`config.mk`:
```
export PLATFORM = sky130hd
export DESIGN_NAME = dbell_mailbox
export DESIGN_NICKNAME = d
export VERILOG_FILES = /design/src/rtl/dbm_pkg.sv /design/src/rtl/dbm_decode.sv /design/src/rtl/dbm_irq_regs.sv /design/src/rtl/dbm_tx_slot.sv /design/src/rtl/dbell_mailbox.sv
export SDC_FILE = /design/constraint.sdc
export NUM_CORES = 1
export LEC_CHECK = 0
export ABC_CLOCK_PERIOD_IN_PS = 7000
export BUFFER_PORTS_ARGS = -buffer_cell sky130_fd_sc_hd__buf_4
export CORE_MARGIN = 5
export CORE_UTILIZATION = 40
export DETAILED_ROUTE_END_ITERATION = 10
export PLACE_DENSITY_LB_ADDON = 0.15
export SYNTH_ARGS = -nofsm -noshare
export SYNTH_HDL_FRONTEND = slang
export SYNTH_SLANG_ARGS = --single-unit
```
`constraint.sdc`:
```
create_clock -name clk -period 7 [get_ports clk]
set_clock_uncertainty 0.05 [all_clocks]
set_input_delay 1.4 -clock clk [delete_from_list [all_inputs] [get_ports clk]]
set_output_delay 1.4 -clock clk [all_outputs]
set_load 0.05 [all_outputs]
```
`src/rtl/dbm_pkg.sv`:
```
package dbm_pkg;

    localparam int DATA_W   = 32;
    localparam int REG_W    = 16;
    localparam int BYTE_W   = 8;
    localparam int WIN_BITS = 8;

    typedef enum logic [1:0] {
        ACC_BYTE = 2'b00,
        ACC_HALF = 2'b01,
        ACC_WORD = 2'b10,
        ACC_RSVD = 2'b11
    } acc_size_e;

    localparam logic [WIN_BITS-1:0] OFS_MASK = 8'h00;
    localparam logic [WIN_BITS-1:0] OFS_STAT = 8'h10;
    localparam logic [WIN_BITS-1:0] OFS_BELL = 8'h20;

    typedef struct packed {
        logic mask_wr;
        logic mask_rd;
        logic stat_wr;
        logic stat_rd;
        logic bell_wr;
    } reg_op_t;

    function automatic reg_op_t decode_op(
        input logic                req,
        input logic                we,
        input acc_size_e           sz,
        input logic [WIN_BITS-1:0] ofs
    );
        reg_op_t             op;
        logic [WIN_BITS-1:0] ofs_h;
        op    = '0;
        ofs_h = {ofs[WIN_BITS-1:1], 1'b0};
        if (req) begin
            unique case (sz)
                ACC_HALF: begin
                    if (we) begin
                        op.mask_wr = (ofs_h == OFS_MASK);
                        op.stat_wr = (ofs_h == OFS_STAT);
                    end else begin
                        op.mask_rd = (ofs_h == OFS_MASK);
                        op.stat_rd = (ofs_h == OFS_STAT);
                    end
                end
                ACC_BYTE: begin
                    if (we) op.bell_wr = (ofs == OFS_BELL);
                end
                default: op = '0;
            endcase
        end
        return op;
    endfunction

endpackage

```
`src/rtl/dbm_decode.sv`:
```
module dbm_decode
    import dbm_pkg::*;
(
    input  logic                req,
    input  logic                we,
    input  logic [1:0]          size,
    input  logic [WIN_BITS-1:0] ofs,
    output reg_op_t             op
);
    always_comb begin
        op = decode_op(req, we, acc_size_e'(size), ofs);
    end
endmodule

```
`src/rtl/dbm_irq_regs.sv`:
```
module dbm_irq_regs
    import dbm_pkg::*;
(
    input  logic              clk,
    input  logic              rst,
    input  reg_op_t           op,
    input  logic [REG_W-1:0]  wdata,
    input  logic              rx_valid,
    input  logic [BYTE_W-1:0] rx_data,
    output logic [REG_W-1:0]  mask_q,
    output logic [REG_W-1:0]  stat_q,
    output logic              irq_q
);
    logic [REG_W-1:0] mask_d;
    logic [REG_W-1:0] stat_d;

    always_comb begin
        mask_d = mask_q;
        stat_d = stat_q;
        if (op.mask_wr) mask_d = wdata;
        if (op.stat_wr)      stat_d = wdata;
        else if (op.stat_rd) stat_d = '0;
        if (rx_valid) stat_d = {{(REG_W-BYTE_W){1'b0}}, rx_data};
    end

    always_ff @(posedge clk) begin
        if (rst) begin
            mask_q <= '0;
            stat_q <= '0;
            irq_q  <= 1'b0;
        end else begin
            mask_q <= mask_d;
            stat_q <= stat_d;
            irq_q  <= |(mask_d & stat_d);
        end
    end

    AST_RESET_CLEAR: assert property (@(posedge clk) rst |=> (mask_q == '0 && stat_q == '0 && !irq_q));
    AST_IRQ_FOLLOWS: assert property (@(posedge clk) disable iff (rst) irq_q == (|(mask_q & stat_q)));
    AST_STAT_CLEAR: assert property (@(posedge clk) disable iff (rst) (op.stat_rd && !rx_valid) |=> stat_q == '0);
    AST_MASK_KEEP: assert property (@(posedge clk) disable iff (rst) !op.mask_wr |=> $stable(mask_q));
    AST_RX_REPLACE: assert property (@(posedge clk) disable iff (rst) rx_valid |=> stat_q == {{(REG_W-BYTE_W){1'b0}}, $past(rx_data)});
    AST_RX_WINS: assert property (@(posedge clk) disable iff (rst) (rx_valid && (op.stat_wr || op.stat_rd)) |=> stat_q[BYTE_W-1:0] == $past(rx_data));
endmodule

```
`src/rtl/dbm_tx_slot.sv`:
```
module dbm_tx_slot
    import dbm_pkg::*;
(
    input  logic              clk,
    input  logic              rst,
    input  logic              load,
    input  logic [BYTE_W-1:0] load_data,
    input  logic              tx_ready,
    output logic              tx_valid,
    output logic [BYTE_W-1:0] tx_data,
    output logic              busy
);
    always_ff @(posedge clk) begin
        if (rst) begin
            tx_valid <= 1'b0;
            tx_data  <= '0;
        end else if (load) begin
            tx_valid <= 1'b1;
            tx_data  <= load_data;
        end else if (tx_ready) begin
            tx_valid <= 1'b0;
        end
    end

    assign busy = tx_valid && !tx_ready;

    AST_TX_RESET: assert property (@(posedge clk) rst |=> !tx_valid);
    AST_TX_HOLD: assert property (@(posedge clk) disable iff (rst) (tx_valid && !tx_ready) |=> (tx_valid && $stable(tx_data)));
    AST_TX_LOAD: assert property (@(posedge clk) disable iff (rst) load |=> (tx_valid && tx_data == $past(load_data)));
endmodule

```
`src/rtl/dbell_mailbox.sv`:
```
module dbell_mailbox
    import dbm_pkg::*;
#(
    parameter int ADDR_W = 16
) (
    input  logic              clk,
    input  logic              rst,
    input  logic              bus_req,
    input  logic              bus_we,
    input  logic [1:0]        bus_size,
    input  logic [ADDR_W-1:0] bus_addr,
    input  logic [DATA_W-1:0] bus_wdata,
    output logic [DATA_W-1:0] bus_rdata,
    output logic              bus_ready,
    output logic              tx_valid,
    output logic [7:0]        tx_data,
    input  logic              tx_ready,
    input  logic              rx_valid,
    input  logic [7:0]        rx_data,
    output logic              irq
);
    reg_op_t          op_raw;
    reg_op_t          op_fire;
    logic             tx_busy;
    logic [REG_W-1:0] mask_q;
    logic [REG_W-1:0] stat_q;
    logic             unused_bits;

    assign unused_bits = ^{bus_addr[ADDR_W-1:WIN_BITS], bus_wdata[DATA_W-1:REG_W]};

    dbm_decode u_decode (
        .req  (bus_req),
        .we   (bus_we),
        .size (bus_size),
        .ofs  (bus_addr[WIN_BITS-1:0]),
        .op   (op_raw)
    );

    assign bus_ready = !(op_raw.bell_wr && tx_busy);
    assign op_fire   = bus_ready ? op_raw : '0;

    dbm_irq_regs u_regs (
        .clk      (clk),
        .rst      (rst),
        .op       (op_fire),
        .wdata    (bus_wdata[REG_W-1:0]),
        .rx_valid (rx_valid),
        .rx_data  (rx_data),
        .mask_q   (mask_q),
        .stat_q   (stat_q),
        .irq_q    (irq)
    );

    dbm_tx_slot u_tx (
        .clk       (clk),
        .rst       (rst),
        .load      (op_fire.bell_wr),
        .load_data (bus_wdata[BYTE_W-1:0]),
        .tx_ready  (tx_ready),
        .tx_valid  (tx_valid),
        .tx_data   (tx_data),
        .busy      (tx_busy)
    );

    always_comb begin
        bus_rdata = '0;
        if (op_raw.mask_rd)      bus_rdata[REG_W-1:0] = mask_q;
        else if (op_raw.stat_rd) bus_rdata[REG_W-1:0] = stat_q;
    end

    AST_RDATA_ZERO: assert property (@(posedge clk) disable iff (rst) (bus_req && !(bus_we == 1'b0 && bus_size == 2'b01)) |-> bus_rdata == '0);
    AST_STALL_CAUSE: assert property (@(posedge clk) disable iff (rst) (bus_req && !bus_ready) |-> (tx_valid && !tx_ready));
    AST_UPPER_ZERO: assert property (@(posedge clk) disable iff (rst) bus_rdata[DATA_W-1:REG_W] == '0);
endmodule

```
==> run metrics, run 1 <==
outcome finished, final reports clean; largest net degree at the start of global routing 43; worst reg2reg setup slack 5630 ps; met3 Usage GRT 0.0523; PortBufs 66; Synth area leader dfxtp_1; met2 Use GR 0.288; detailed-placement wirelength estimate 4.34 mm; FILL cells 540; reg2reg path depth 4; vias after detailed routing 2076; Synth area leaders dfxtp_1, nand2_1, a22o_1, a21oi_1, buf_4; Crit Path Class in -> out; post-DR vias/cell 5.23; Ports 107; Tightest Pin Transition 1100 ps; most used cell, CP buf_4; WL/cell 15.1 µm; Placed Instances 389; WP data required 5550 ps; Yosys cell types 43; WP depth 7; CP max-delay cell nor4b_1; die area 7010 µm²; Max Slew Vio Count 0; clk slew on worst S/H paths 70 ps; drt total wl 5.98 mm; post-layout min period 4890 ps; area delta synth->final 27.0%; Rel. slew slack 0.263; sequential area share after synthesis 0.387; Async S/R FF share, synth 0; Critical R2R Launch u_regs.stat_q[2]; pwr dens 169 nW/µm²; Syn Inst Count 266; layout cells sized above 1 0.263; CP delay by family, top simple AND/OR/NAND/NOR gates; number of global-route vias before repair 2077; diode count 0; Worst EP arrival 3440 ps; Post-route DRC 0; num rows 26; most instantiated cells after synthesis nand2_1, dfxtp_1, a21oi_1, nor2_1, a22o_1; Setup TNS 0 ps; CP Launch Point bus_size[1]; fin cells 397; leak pwr 1.10 nW; Core ar. 5200 µm²; CP peak stage delay 550 ps; #FFs+latches synth 42; Tot GR Track Use 0.172; CTS Buf Count 5; drt first pass iters 4; Worst-Skew Late Latency 290 ps; synth warn 0; Synth Flop Type dfxtp_1; RSZ-0062 raised after global routing no; Final Cycle Share 0.698; Post-CTS Hold Buffers 0; antenna violations before repair 0; Hold Path Class reg -> reg; critical path buffer and inverter count 3; Post-synth EDFFs 0; clock sinks 42; first-pass GRT wire length 9.91 mm; H-tree level count 2; VDD IR max 0.0984 mV; Hold Crit Depth 2; max frequency 0.205 GHz; number of max-cap violations 0; worst-path cell chain buf_4 > nor4b_1 > nand2_1 > nor3_2 > inv_1 > or2_2 > buf_4; grt ovf 0; reg2reg end u_regs.irq_q; initial core utilization 0.418; Die Width 83.7 µm; CP endpoint kind output port; Final nets 390; Setup-failing EPs final 0; Synth Cell Area 2170 µm²; CTS tree yes; area share of the largest cell type after synthesis 0.387; die span in y 83.7 µm; Final Hold Vio Count 0; DRT antenna net count 0; routability-driven placement congestion ratio 0.769; CTS root buffer clkbuf_8; met1 Use GR 0.214; number of buffers added for setup after CTS 0; Initial DRC Count 125; Max clock buf depth 2; worst-path fanout max 10; count leader, synth nand2_1; CTS-repair resized insts 0; CP endpoint bus_ready; critical path launch point type input port; Top Usage Layer GRT met2; Post-Syn Area per Cell 8.17 µm²
-- layout make-up --
| type | instances | area [µm²] | share of cell area |
|---|---|---|---|
| Clock buffer | 6 | 82.6 | 0.0299 |
| Clock inverter | 2 | 12.5 | 0.00453 |
| Inverter | 2 | 7.51 | 0.00272 |
| Multi-Input combinational cell | 205 | 1200 | 0.436 |
| Sequential cell | 42 | 841 | 0.305 |
| Tap cell | 70 | 87.6 | 0.0317 |
| Timing Repair Buffer | 70 | 526 | 0.190 |
-- cell usage in the layout (no fill, tap or decap), types with 2 or more instances in the layout --
master	n
conb_1	16
or3_1	2
nand2b_1	3
inv_1	2
nor4_2	2
nor4_1	2
a221o_1	4
buf_4	70
clkbuf_8	6
a22oi_1	2
dfxtp_1	42
o21ai_0	2
a22o_1	17
mux2_1	2
nand2_1	45
a21oi_1	28
nor2b_1	8
mux2i_1	4
a31oi_1	8
a211oi_1	7
and2_1	4
nor2_1	18
nand3_1	12
-- tightest hold or removal path, stage by stage, from the launching register on --
cell,delay [ps]
dfxtp_1,310
nand2_1,50
a21oi_1,50
-- how the worst min path moves through the flow --
stage | startpoint | to | slack [ps]
finish | u_tx.tx_data[6] | u_tx.tx_data[6] | 410
global route | u_tx.tx_data[1] | u_tx.tx_data[1] | 440
CTS | u_tx.tx_data[6] | u_tx.tx_data[6] | 410
detailed placement | u_tx.tx_data[4] | u_tx.tx_data[4] | 400
global placement | u_tx.tx_data[7] | u_tx.tx_data[7] | 390
floorplan | u_regs.mask_q[4] | u_regs.mask_q[4] | 400
-- flip-flops by register name (all words and copies together), names as in the netlist --
register       flops
u_regs.stat_q     16
u_regs.irq_q       1
u_tx.tx_data       8
u_tx.tx_valid      1
u_regs.mask_q     16
-- kinds of logic (layout without fill, tap and decap cells) --
group / count (synthesis) / after routing / synth area share
and+or+nand+nor: 106 / 106 / 0.239
AOI/OAI and AO/OA: 75 / 75 / 0.239
DFF: 42 / 42 / 0.387
buffers and inverters: 34 / 80 / 0.0921
muxes: 8 / 8 / 0.0409
other: 1 / 16 / 0.00173
-- report_power, final --
| group | total [mW] | switching [mW] | internal, mW |
|---|---|---|---|
| clock network | 0.162 | 0.0823 | 0.0792 |
| registers | 0.243 | 0.00141 | 0.241 |
| logic | 0.0611 | 0.0398 | 0.0213 |
| total | 0.465 | 0.124 | 0.342 |
-- stage by stage --
step / power, mW / setup slack, ps / hold slack (ps) / area (µm²) / utilization
global route: 0.487 / 1860 / 435 / 2760 / 0.530
CTS: 0.472 / 2100 / 413 / 2760 / 0.530
finish: 0.465 / 2110 / 407 / 2760 / 0.530
detailed placement: 0.309 / 2100 / 401 / 2670 / 0.512
floorplan: 0.290 / 2070 / 400 / 2230 / -
global placement: 0.309 / 2080 / 392 / 2670 / 0.512
-- layer usage --
layer	wire length, µm	share of wire
met5	0	0
met2	2850	0.48
met1	2650	0.44
met3	405	0.068
met4	76	0.013
Note: power is estimated with default switching activity, not from simulation.
==> run 2: changes to the inputs <==
ABC_CLOCK_PERIOD_IN_PS = 4600   (was 7000)
clock period = 4.6 ns   (was 7 ns; I/O delays follow)
==> run 2 against run 1 <==
First-iteration DRC count up 28%. Core utilization up 0.48 points. Non-clock buffer count up 3. Critical endpoint is now bus_rdata[1]. Largest power group unchanged.
==> run metrics, run 2 (synthesis gave the netlist of run 1 again) <==
pwr dens 269 nW/µm² (+60%); Layout Utilization 0.535 (+0.00481); DR WL met3 452 µm (+12%); final worst slack 926 ps (-1190 ps); Worst-Skew Late Latency 290 ps (about the same); post-DR vias/cell 5.24 (+0.21%); worst-path fanout max 16 (+6); CP endpoint kind output port; PnR Total Power 0.751 mW (+61%); fin cells 400 (+0.76%); num rows 26 (unchanged); Core ar. 5200 µm² (unchanged); number of max-cap violations 0 (unchanged); met2 wire length 2.91 mm (+2.1%); Tightest Pin Transition 1090 ps (-9.49 ps); clock sinks 42 (unchanged); DRT met1 WL 2.73 mm (+3.2%); routability-driven placement congestion ratio 0.808 (+5.1%); CTS tree yes; Regs by FF count u_regs.mask_q (16), u_regs.stat_q (16), u_tx.tx_data (8); Worst EP arrival 2700 ps (-740 ps); diode count 0 (unchanged); Setup TNS 0 ps (unchanged); first-pass GRT wire length 10.0 mm (+0.91%); number of buffers added for setup after CTS 0 (unchanged); layout cells sized above 1 0.264 (+0.000639); Final Hold Vio Count 0 (unchanged); Final Cycle Share 0.799; number of global-route vias before repair 2099 (+1.1%); Post-route DRC 0 (unchanged); initial core utilization 0.418 (unchanged); CTS root buffer clkbuf_8; Hold Path Class reg -> reg; Crit Path Class in -> out; most frequent cells in the layout buf_4, nand2_1, dfxtp_1; CTS-repair resized insts 0 (unchanged); Max Slew Vio Count 0 (unchanged); outcome finished, final reports clean; leak pwr 1.12 nW (+1.0%); PortBufs 66 (unchanged); DRT antenna net count 0 (unchanged); post-layout min period 3670 ps; Setup-failing EPs final 0 (unchanged); die area 7010 µm² (unchanged); grt ovf 0 (unchanged); drt first pass iters 4 (unchanged); commonest non-fill, non-tap cell in the layout buf_4; die span in y 83.7 µm (unchanged); Tot GR Track Use 0.174 (+0.00185); Placed Instances 392 (+0.77%); Die Width 83.7 µm (unchanged); WP data required 3630 ps (-1920 ps); clk slew on worst S/H paths 80 ps (about the same); Final nets 393 (+0.77%); max frequency 0.272 GHz; detailed-placement wirelength estimate 4.41 mm (+1.5%); CTS Buf Count 5 (unchanged); vias after detailed routing 2096 (+0.96%); Rel. slew slack 0.269 (+0.00636); drt total wl 6.16 mm (+3.1%); VDD IR max 0.148 mV (+51%); critical path launch point type input port; largest net degree at the start of global routing 43 (unchanged); Ports 107 (unchanged); Initial DRC Count 160 (+28%); Post-CTS Hold Buffers 0 (unchanged); Max clock buf depth 2 (unchanged); top layer in use met4; WL/cell 15.4 µm (+2.4%); RSZ-0062 raised after global routing no; area delta synth->final 28.2%; antenna violations before repair 0 (unchanged); pre-CTS setup slack 918 ps (-1180 ps); H-tree level count 2 (unchanged)
-- run 2: area by class of cell --
type / count / area, µm²
Fill cell: 527 / 2420
Clock inverter: 1 / 30.0
Sequential cell: 42 / 841
Clock buffer: 7 / 76.3
Inverter: 2 / 7.51
Tap cell: 70 / 87.6
Timing Repair Buffer: 73 / 548
Multi-Input combinational cell: 205 / 1190
-- run 2: power by group --
group / switching (mW) / internal [mW] / total, mW
registers: 0.00217 / 0.367 / 0.369
clock network: 0.126 / 0.163 / 0.288
logic: 0.0605 / 0.0324 / 0.0929
total: 0.188 / 0.562 / 0.751
-- run 2: per-stage QoR --
| step | hold slack [ps] | area, µm² |
|---|---|---|
| detailed placement | 402 | 2680 |
| finish | 408 | 2790 |
| floorplan | 400 | 2230 |
| global placement | 392 | 2680 |
| global route | 442 | 2790 |
| CTS | 413 | 2790 |
-- run 2: final timing paths --
| kind | start | to | slack, ps | cells after the start |
|---|---|---|---|---|
| min | u_tx.tx_data[6] | u_tx.tx_data[6] | 410 | 2 |
| max | bus_size[1] | bus_rdata[1] | 930 | 7 |
| min reg2reg | u_tx.tx_data[6] | u_tx.tx_data[6] | 410 | 2 |
| max reg2reg | u_regs.stat_q[2] | u_regs.irq_q | 3220 | 4 |
-- run 2: worst max-delay path, stage by stage --
cell and delay (ps):
buf_4 120, nor4b_1 530, nand2_1 210, nor4_2 240
buf_4 290, a22o_1 200, buf_4 200
-- run 2: routing by layer --
metal / global-route usage / vias to the layer above
li1: - / 1052
met1: 0.223 / 961
met2: 0.283 / 79
met3: 0.0424 / 4
met4: 0.0629 / 0
met5: 0 / -
